==> src/rtl/mdio_c22_pkg.sv <==
package mdio_c22_pkg;
  localparam int ADDR_W = 5;
  localparam int DATA_W = 16;
  localparam int CYC_W  = 7;
  typedef logic [CYC_W-1:0] cyc_t;

  // Slot boundaries inside a 65-cycle frame
  localparam cyc_t HDR_FIRST  = 7'd32;
  localparam cyc_t PHY_FIRST  = 7'd36;
  localparam cyc_t REG_FIRST  = 7'd41;
  localparam cyc_t TA_FIRST   = 7'd46;
  localparam cyc_t ACK_SLOT   = 7'd47;
  localparam cyc_t DATA_FIRST = 7'd48;
  localparam cyc_t LAST_SLOT  = 7'd64;

  // Effective half-period: zero is promoted to one
  function automatic logic [15:0] half_len(input logic [15:0] d);
    return (d == 16'd0) ? 16'd1 : d;
  endfunction

  // Returns {enable, value} for frame slot c
  function automatic logic [1:0] drive_slot(input cyc_t c, input logic wr,
                                            input logic [ADDR_W-1:0] phy,
                                            input logic [ADDR_W-1:0] rga,
                                            input logic [DATA_W-1:0] wd);
    logic [3:0] hdr;
    int i;
    hdr = wr ? 4'b0101 : 4'b0110;
    i = int'(c);
    if (c < HDR_FIRST)       return 2'b00;
    else if (c < PHY_FIRST)  return {1'b1, hdr[35-i]};
    else if (c < REG_FIRST)  return {1'b1, phy[40-i]};
    else if (c < TA_FIRST)   return {1'b1, rga[45-i]};
    else if (c < DATA_FIRST) return wr ? {1'b1, (c == TA_FIRST)} : 2'b00;
    else if (c < LAST_SLOT)  return wr ? {1'b1, wd[63-i]} : 2'b00;
    else                     return 2'b00;
  endfunction
endpackage

==> src/rtl/mdio_c22_divider.sv <==
module mdio_c22_divider #(
  parameter int DIV_W = 16
) (
  input  logic             clk,
  input  logic             rst_n,
  input  logic             run,
  input  logic [DIV_W-1:0] div_half,
  output logic             tick
);
  import mdio_c22_pkg::*;
  logic [DIV_W-1:0] cnt;
  logic [DIV_W-1:0] eff;

  assign eff  = half_len(div_half);
  assign tick = run && (cnt == eff - 1'b1);

  always_ff @(posedge clk) begin
    if (!rst_n || !run || tick) cnt <= '0;
    else                        cnt <= cnt + 1'b1;
  end
endmodule

==> src/rtl/mdio_c22_seq.sv <==
module mdio_c22_seq (
  input  logic                             clk,
  input  logic                             rst_n,
  input  logic                             tick,
  input  logic                             start,
  input  logic                             abort,
  input  logic                             wr,
  input  logic [mdio_c22_pkg::ADDR_W-1:0]  phy,
  input  logic [mdio_c22_pkg::ADDR_W-1:0]  rga,
  input  logic [mdio_c22_pkg::DATA_W-1:0]  wdata,
  input  logic                             line_in,
  output logic                             active,
  output logic                             clk_out,
  output logic                             drv_en,
  output logic                             drv_val,
  output logic                             done,
  output logic [mdio_c22_pkg::DATA_W-1:0]  rd_data,
  output logic                             ack_ok,
  output logic                             in_pre
);
  import mdio_c22_pkg::*;
  cyc_t              cyc;
  logic              wr_q, ack_n;
  logic [ADDR_W-1:0] phy_q, rga_q;
  logic [DATA_W-1:0] wd_q, shreg;
  logic [1:0]        drv;
  logic              rise_evt, fall_evt;

  assign rise_evt = active && tick && !clk_out;
  assign fall_evt = active && tick && clk_out;
  assign drv      = drive_slot(cyc, wr_q, phy_q, rga_q, wd_q);
  assign drv_en   = active && drv[1];
  assign drv_val  = active && drv[0];
  assign in_pre   = active && (cyc < HDR_FIRST);

  always_ff @(posedge clk) begin
    if (!rst_n) begin
      active <= 1'b0; clk_out <= 1'b0; cyc <= '0; done <= 1'b0;
      wr_q <= 1'b0; phy_q <= '0; rga_q <= '0; wd_q <= '0;
      ack_n <= 1'b1; shreg <= '0; rd_data <= '0; ack_ok <= 1'b0;
    end else begin
      done <= 1'b0;
      if (abort) begin
        active <= 1'b0; clk_out <= 1'b0; cyc <= '0;
      end else if (start) begin
        active <= 1'b1; clk_out <= 1'b0; cyc <= '0;
        wr_q <= wr; phy_q <= phy; rga_q <= rga; wd_q <= wdata;
        ack_n <= 1'b1;
      end else if (rise_evt) begin
        clk_out <= 1'b1;
        if (cyc == ACK_SLOT) ack_n <= line_in;
        if (cyc >= DATA_FIRST && cyc < LAST_SLOT)
          shreg <= {shreg[DATA_W-2:0], line_in};
      end else if (fall_evt) begin
        clk_out <= 1'b0;
        if (cyc == LAST_SLOT) begin
          active <= 1'b0;
          done   <= 1'b1;
          if (!wr_q) begin
            rd_data <= ack_n ? {DATA_W{1'b1}} : shreg;
            ack_ok  <= !ack_n;
          end
        end else begin
          cyc <= cyc + 1'b1;
        end
      end
    end
  end
endmodule

==> src/rtl/mdio_c22_master.sv <==
module mdio_c22_master #(
  parameter int DIV_W = 16
) (
  input  logic             clk,
  input  logic             rst_n,
  input  logic [DIV_W-1:0] div_half,
  input  logic             cmd_valid,
  input  logic             cmd_write,
  input  logic [4:0]       cmd_phy,
  input  logic [4:0]       cmd_reg,
  input  logic [15:0]      cmd_wdata,
  output logic             busy,
  output logic             done,
  output logic [15:0]      rd_data,
  output logic             ack_ok,
  input  logic             man_en,
  input  logic [2:0]       man_ctrl,
  output logic             man_pin,
  output logic             mdc,
  output logic             mdio_o,
  output logic             mdio_oe,
  input  logic             mdio_i
);
  logic seq_tick, seq_start, seq_mdc, seq_en, seq_val, seq_pre;

  assign seq_start = cmd_valid && !busy && !man_en;

  mdio_c22_divider #(.DIV_W(DIV_W)) u_div (
    .clk(clk), .rst_n(rst_n), .run(busy), .div_half(div_half), .tick(seq_tick)
  );

  mdio_c22_seq u_seq (
    .clk(clk), .rst_n(rst_n), .tick(seq_tick), .start(seq_start),
    .abort(man_en), .wr(cmd_write), .phy(cmd_phy), .rga(cmd_reg),
    .wdata(cmd_wdata), .line_in(mdio_i), .active(busy), .clk_out(seq_mdc),
    .drv_en(seq_en), .drv_val(seq_val), .done(done), .rd_data(rd_data),
    .ack_ok(ack_ok), .in_pre(seq_pre)
  );

  assign mdc     = man_en ? man_ctrl[2] : seq_mdc;
  assign mdio_oe = man_en ? man_ctrl[1] : seq_en;
  assign mdio_o  = man_en ? man_ctrl[0] : seq_val;

  always_ff @(posedge clk) begin
    if (!rst_n) man_pin <= 1'b0;
    else        man_pin <= mdio_i;
  end
endmodule

==> config.mk <==
export PLATFORM = sky130hd
export DESIGN_NAME = mdio_c22_master
export DESIGN_NICKNAME = d
export VERILOG_FILES = /design/src/rtl/mdio_c22_pkg.sv /design/src/rtl/mdio_c22_divider.sv /design/src/rtl/mdio_c22_seq.sv /design/src/rtl/mdio_c22_master.sv
export SDC_FILE = /design/constraint.sdc
export NUM_CORES = 1
export LEC_CHECK = 0
export ABC_AREA = 1
export BUFFER_PORTS_ARGS = -buffer_cell sky130_fd_sc_hd__buf_4
export CAP_MARGIN = 15
export CORE_ASPECT_RATIO = 0.9
export CORE_MARGIN = 4
export CORE_UTILIZATION = 57
export DETAILED_ROUTE_END_ITERATION = 7
export PLACE_DENSITY = 0.77
export SETUP_SLACK_MARGIN = 0.1
export SYNTH_ARGS = -nofsm -noshare
export SYNTH_HDL_FRONTEND = slang
export SYNTH_HIERARCHICAL = 1
export SYNTH_SLANG_ARGS = --single-unit
==> constraint.sdc <==
create_clock -name clk -period 4.7 [get_ports clk]
set_input_delay 0.94 -clock clk [delete_from_list [all_inputs] [get_ports clk]]
set_output_delay 0.94 -clock clk [all_outputs]
set_load 0.02 [all_outputs]
==> insert_results.sql <==
INSERT INTO impl_metrics (metric_group, metric, value, unit) VALUES
('cts', 'post_cts_hold_buffer_count', '0', ''),
('sta', 'hold_violations', '0', ''),
('setup_path', 'timing.critical_path.from_type', 'primary input', ''),
('floorplanning', 'rows', '31', ''),
('drt', 'drtPass1Iterations', '5', ''),
('hold_path', 'timing.hold.worst.class', 'reg2reg', ''),
('sta', 'worst_slew_margin', '47.1', '%'),
('drt', 'ant_nets', '0', ''),
('sta', 'hold_slack', '462', 'ps'),
('drt', 'drt-initial-drc-count', '232', ''),
('cts', 'clock_latency', '360', 'ps'),
('placed_design', 'post_dp_cell_area', '0.00553', 'sq mm'),
('pwr', 'static_leakage', '0.00243', 'uW'),
('synthesis', 'syn_inst', '714', ''),
('floorplanning', 'die_w', '106', 'microns'),
('drt', 'avgViaCountPerCell', '5.09', ''),
('pwr', 'net-switching-power', '381', 'uW'),
('pwr', 'max-vdd-ir-drop', '0.000170', 'V'),
('global_routing', 'grt_pass1_wl', '19900', 'microns'),
('cts', 'cts_setup_buffers', '0', ''),
('global_routing', 'grt_overflow_total', '0', ''),
('cts', 'cts_tree', 'built', ''),
('setup_path', 'crit_path_max_fanout', '17', ''),
('cts', 'cts_root_buf', 'sky130_fd_sc_hd__clkbuf_8', ''),
('pwr', 'power-per-cell-area', '246', 'mW/mm^2'),
('setup_path', 'worst-setup-path-type', 'in2reg', ''),
('cts', 'max-clock-path-buffers', '2', ''),
('sta', 'maximum_clock_rate', '244', 'MHz'),
('synthesis', 'post_synth.cell_area_avg', '6.93', 'sq um'),
('pwr', 'cellInternalPower', '1020', 'uW'),
('synthesis', 'ys_warn_count', '6', ''),
('global_routing', 'globalRouteTotalUtil', '23.8', '%'),
('global_routing', 'top_usage_layer', 'met2', ''),
('pwr', 'power.switching_fraction', '27.1', '%'),
('setup_path', 'arrival', '4360', 'ps'),
('global_routing', 'grt_pass1_vias', '4293', ''),
('pwr', 'power.share.clock', '35.8', '%'),
('placed_design', 'io_buffers', '73', ''),
('layout', 'fin_util', '69.3', '%'),
('pwr', 'report.power.total', '1410', 'uW'),
('global_routing', 'antenna_found_initial', '0', ''),
('sta', 'max_slew_violations', '0', ''),
('floorplanning', 'io-pin-count', '74', ''),
('pwr', 'comb_power_share', '9.8', '%'),
('sta', 'layout_worst_path_cycle_share', '87.2', '%'),
('sta', 'finalSetupTns', '0', 'ps'),
('floorplanning', 'vertical_extent_of_the_die', '96.4', 'microns'),
('global_routing', 'met2_usage', '37.9', '%'),
('cts', 'cts-buffers-inserted', '9', ''),
('cts', 'htreeDepth', '3', ''),
('placed_design', 'place.gp.congestion', '0.921', ''),
('sta', 'worst_slew_pin_slew', '786', 'ps'),
('floorplanning', 'core_ar', '0.00826', 'sq mm'),
('layout', 'layout_common_cells', 'sky130_fd_sc_hd__nand2_1 (116), sky130_fd_sc_hd__nor2_1 (107), sky130_fd_sc_hd__inv_1 (104)', ''),
('status', 'outcome', 'finished, final reports clean', ''),
('layout', 'finalNetCount', '838', ''),
('floorplanning', 'start_util', '59.9', '%'),
('synthesis', 'postSynthNetCount', '772', ''),
('cts', 'cts_num_sinks', '88', ''),
('global_routing', 'gr-usage-met1', '33.7', '%'),
('layout', 'area_delta_synth_final', '15.7', '%'),
('layout', 'drive_above_1_share', '19.1', '%'),
('sta', 'clock_skew', '16.6', 'ps'),
('sta', 'grt_setup_unrepaired', 'false', ''),
('layout', 'final_cell_area', '0.00572', 'sq mm'),
('drt', 'vias', '4585', ''),
('job', 'drv_cap', '0', ''),
('synthesis', 'syn_area', '0.00495', 'sq mm'),
('drt', 'post_drt_wl_per_cell', '13.0', 'microns'),
('drt', 'postRouteWirelength', '11700', 'microns'),
('setup_path', 'critPathRequiredTime', '4960', 'ps'),
('placed_design', 'dp_wirelength', '8730', 'microns'),
('floorplanning', 'die-area', '0.0102', 'sq mm'),
('sta', 'period_minus_slack', '4100', 'ps'),
('global_routing', 'grt_max_degree', '48', ''),
('cts', 'cts_resized', '0', ''),
('global_routing', 'globalRouteMet3Util', '4.52', '%'),
('sta', 'finalSetupViolCount', '0', ''),
('layout', 'insertedDiodeCount', '0', ''),
('layout', 'mostFrequentLayoutCell', 'sky130_fd_sc_hd__nand2_1', ''),
('drt', 'post-route-drc-count', '0', ''),
('setup_path', 'end_kind', 'register', ''),
('cts', 'cts.reportedPaths.clkPinSlew', '100', 'ps'),
('layout', 'filler_cell_count', '739', ''),
('pwr', 'power.share.sequential', '54.4', '%');
critical path, stage by stage:
cell,delay [ps]
sky130_fd_sc_hd__buf_4,130
sky130_fd_sc_hd__nor2_2,170
sky130_fd_sc_hd__nand2_1,150
sky130_fd_sc_hd__nor2_2,120
sky130_fd_sc_hd__nand2_2,160
sky130_fd_sc_hd__nand2_1,120
sky130_fd_sc_hd__inv_1,50
sky130_fd_sc_hd__ha_1,250
sky130_fd_sc_hd__nand2_2,160
sky130_fd_sc_hd__xor2_1,220
sky130_fd_sc_hd__nand2b_1,160
sky130_fd_sc_hd__nand2_1,60
sky130_fd_sc_hd__nor2_1,110
sky130_fd_sc_hd__nand2_1,60
sky130_fd_sc_hd__nor3_1,180
sky130_fd_sc_hd__nand3_1,110
sky130_fd_sc_hd__nor2_1,180
sky130_fd_sc_hd__nand2_1,70
sky130_fd_sc_hd__nor2_1,250
sky130_fd_sc_hd__nor2_1,100
sky130_fd_sc_hd__nand4_2,100
sky130_fd_sc_hd__buf_4,230
sky130_fd_sc_hd__nor2_1,70
sky130_fd_sc_hd__a211oi_1,200
power by group through the flow:
stage / logic, uW / registers, uW / clock network (uW)
6_report: 138 / 765 / 503
4_1_cts: 137 / 765 / 519
2_1_floorplan: 76.9 / 782 / 0
3_3_place_gp: 134 / 782 / 0
3_5_place_dp: 136 / 783 / 0
5_1_grt: 155 / 767 / 544
metal layers:
layer | vias to the layer above | wire, microns
met4 | 0 | 60
met2 | 125 | 5160
li1 | 2411 | -
met1 | 2045 | 5780
met5 | - | 0
met3 | 4 | 706
metrics by stage:
| stage | setup WS, ps | cells |
|---|---|---|
| CTS | 685 | 900 |
| global route | 288 | 900 |
| finish | 602 | 900 |
| detailed placement | 323 | 884 |
| global placement | 434 | 884 |
| floorplan | 911 | 714 |
area by class of cell:
cell class | instances | area [sq um] | share of cell area [%]
Sequential cell | 88 | 1760 | 30.8
Clock inverter | 7 | 72.6 | 1.27
Inverter | 111 | 424 | 7.41
Clock buffer | 9 | 124 | 2.16
Timing Repair Buffer | 76 | 571 | 9.97
Multi-Input combinational cell | 494 | 2630 | 45.9
Tap cell | 115 | 144 | 2.51
state kept, by name (all words and copies together) (netlist names):
name and flops:
u_seq/ack_n 1, u_seq/done 1, u_seq/phy_q 5, u_seq/cyc 7
u_seq/rd_data 16, u_seq/shreg 16, u_seq/active 1, u_seq/wr_q 1
u_seq/wd_q 16, u_seq/rga_q 5, man_pin 1, u_seq/clk_out 1
u_seq/ack_ok 1, u_div/cnt 16
final timing paths:
path / startpoint / slack, ps / end / cells after the start
setup / recovery: div_half[2] / 600 / u_seq/rd_data[6] / 24
hold / removal: u_seq/rd_data[9] / 460 / u_seq/rd_data[9] / 2
setup reg to reg: u_seq/active / 1910 / u_seq/rd_data[6] / 15
hold reg to reg: u_seq/rd_data[9] / 460 / u_seq/rd_data[9] / 2
Note: power is estimated with default switching activity, not from simulation.
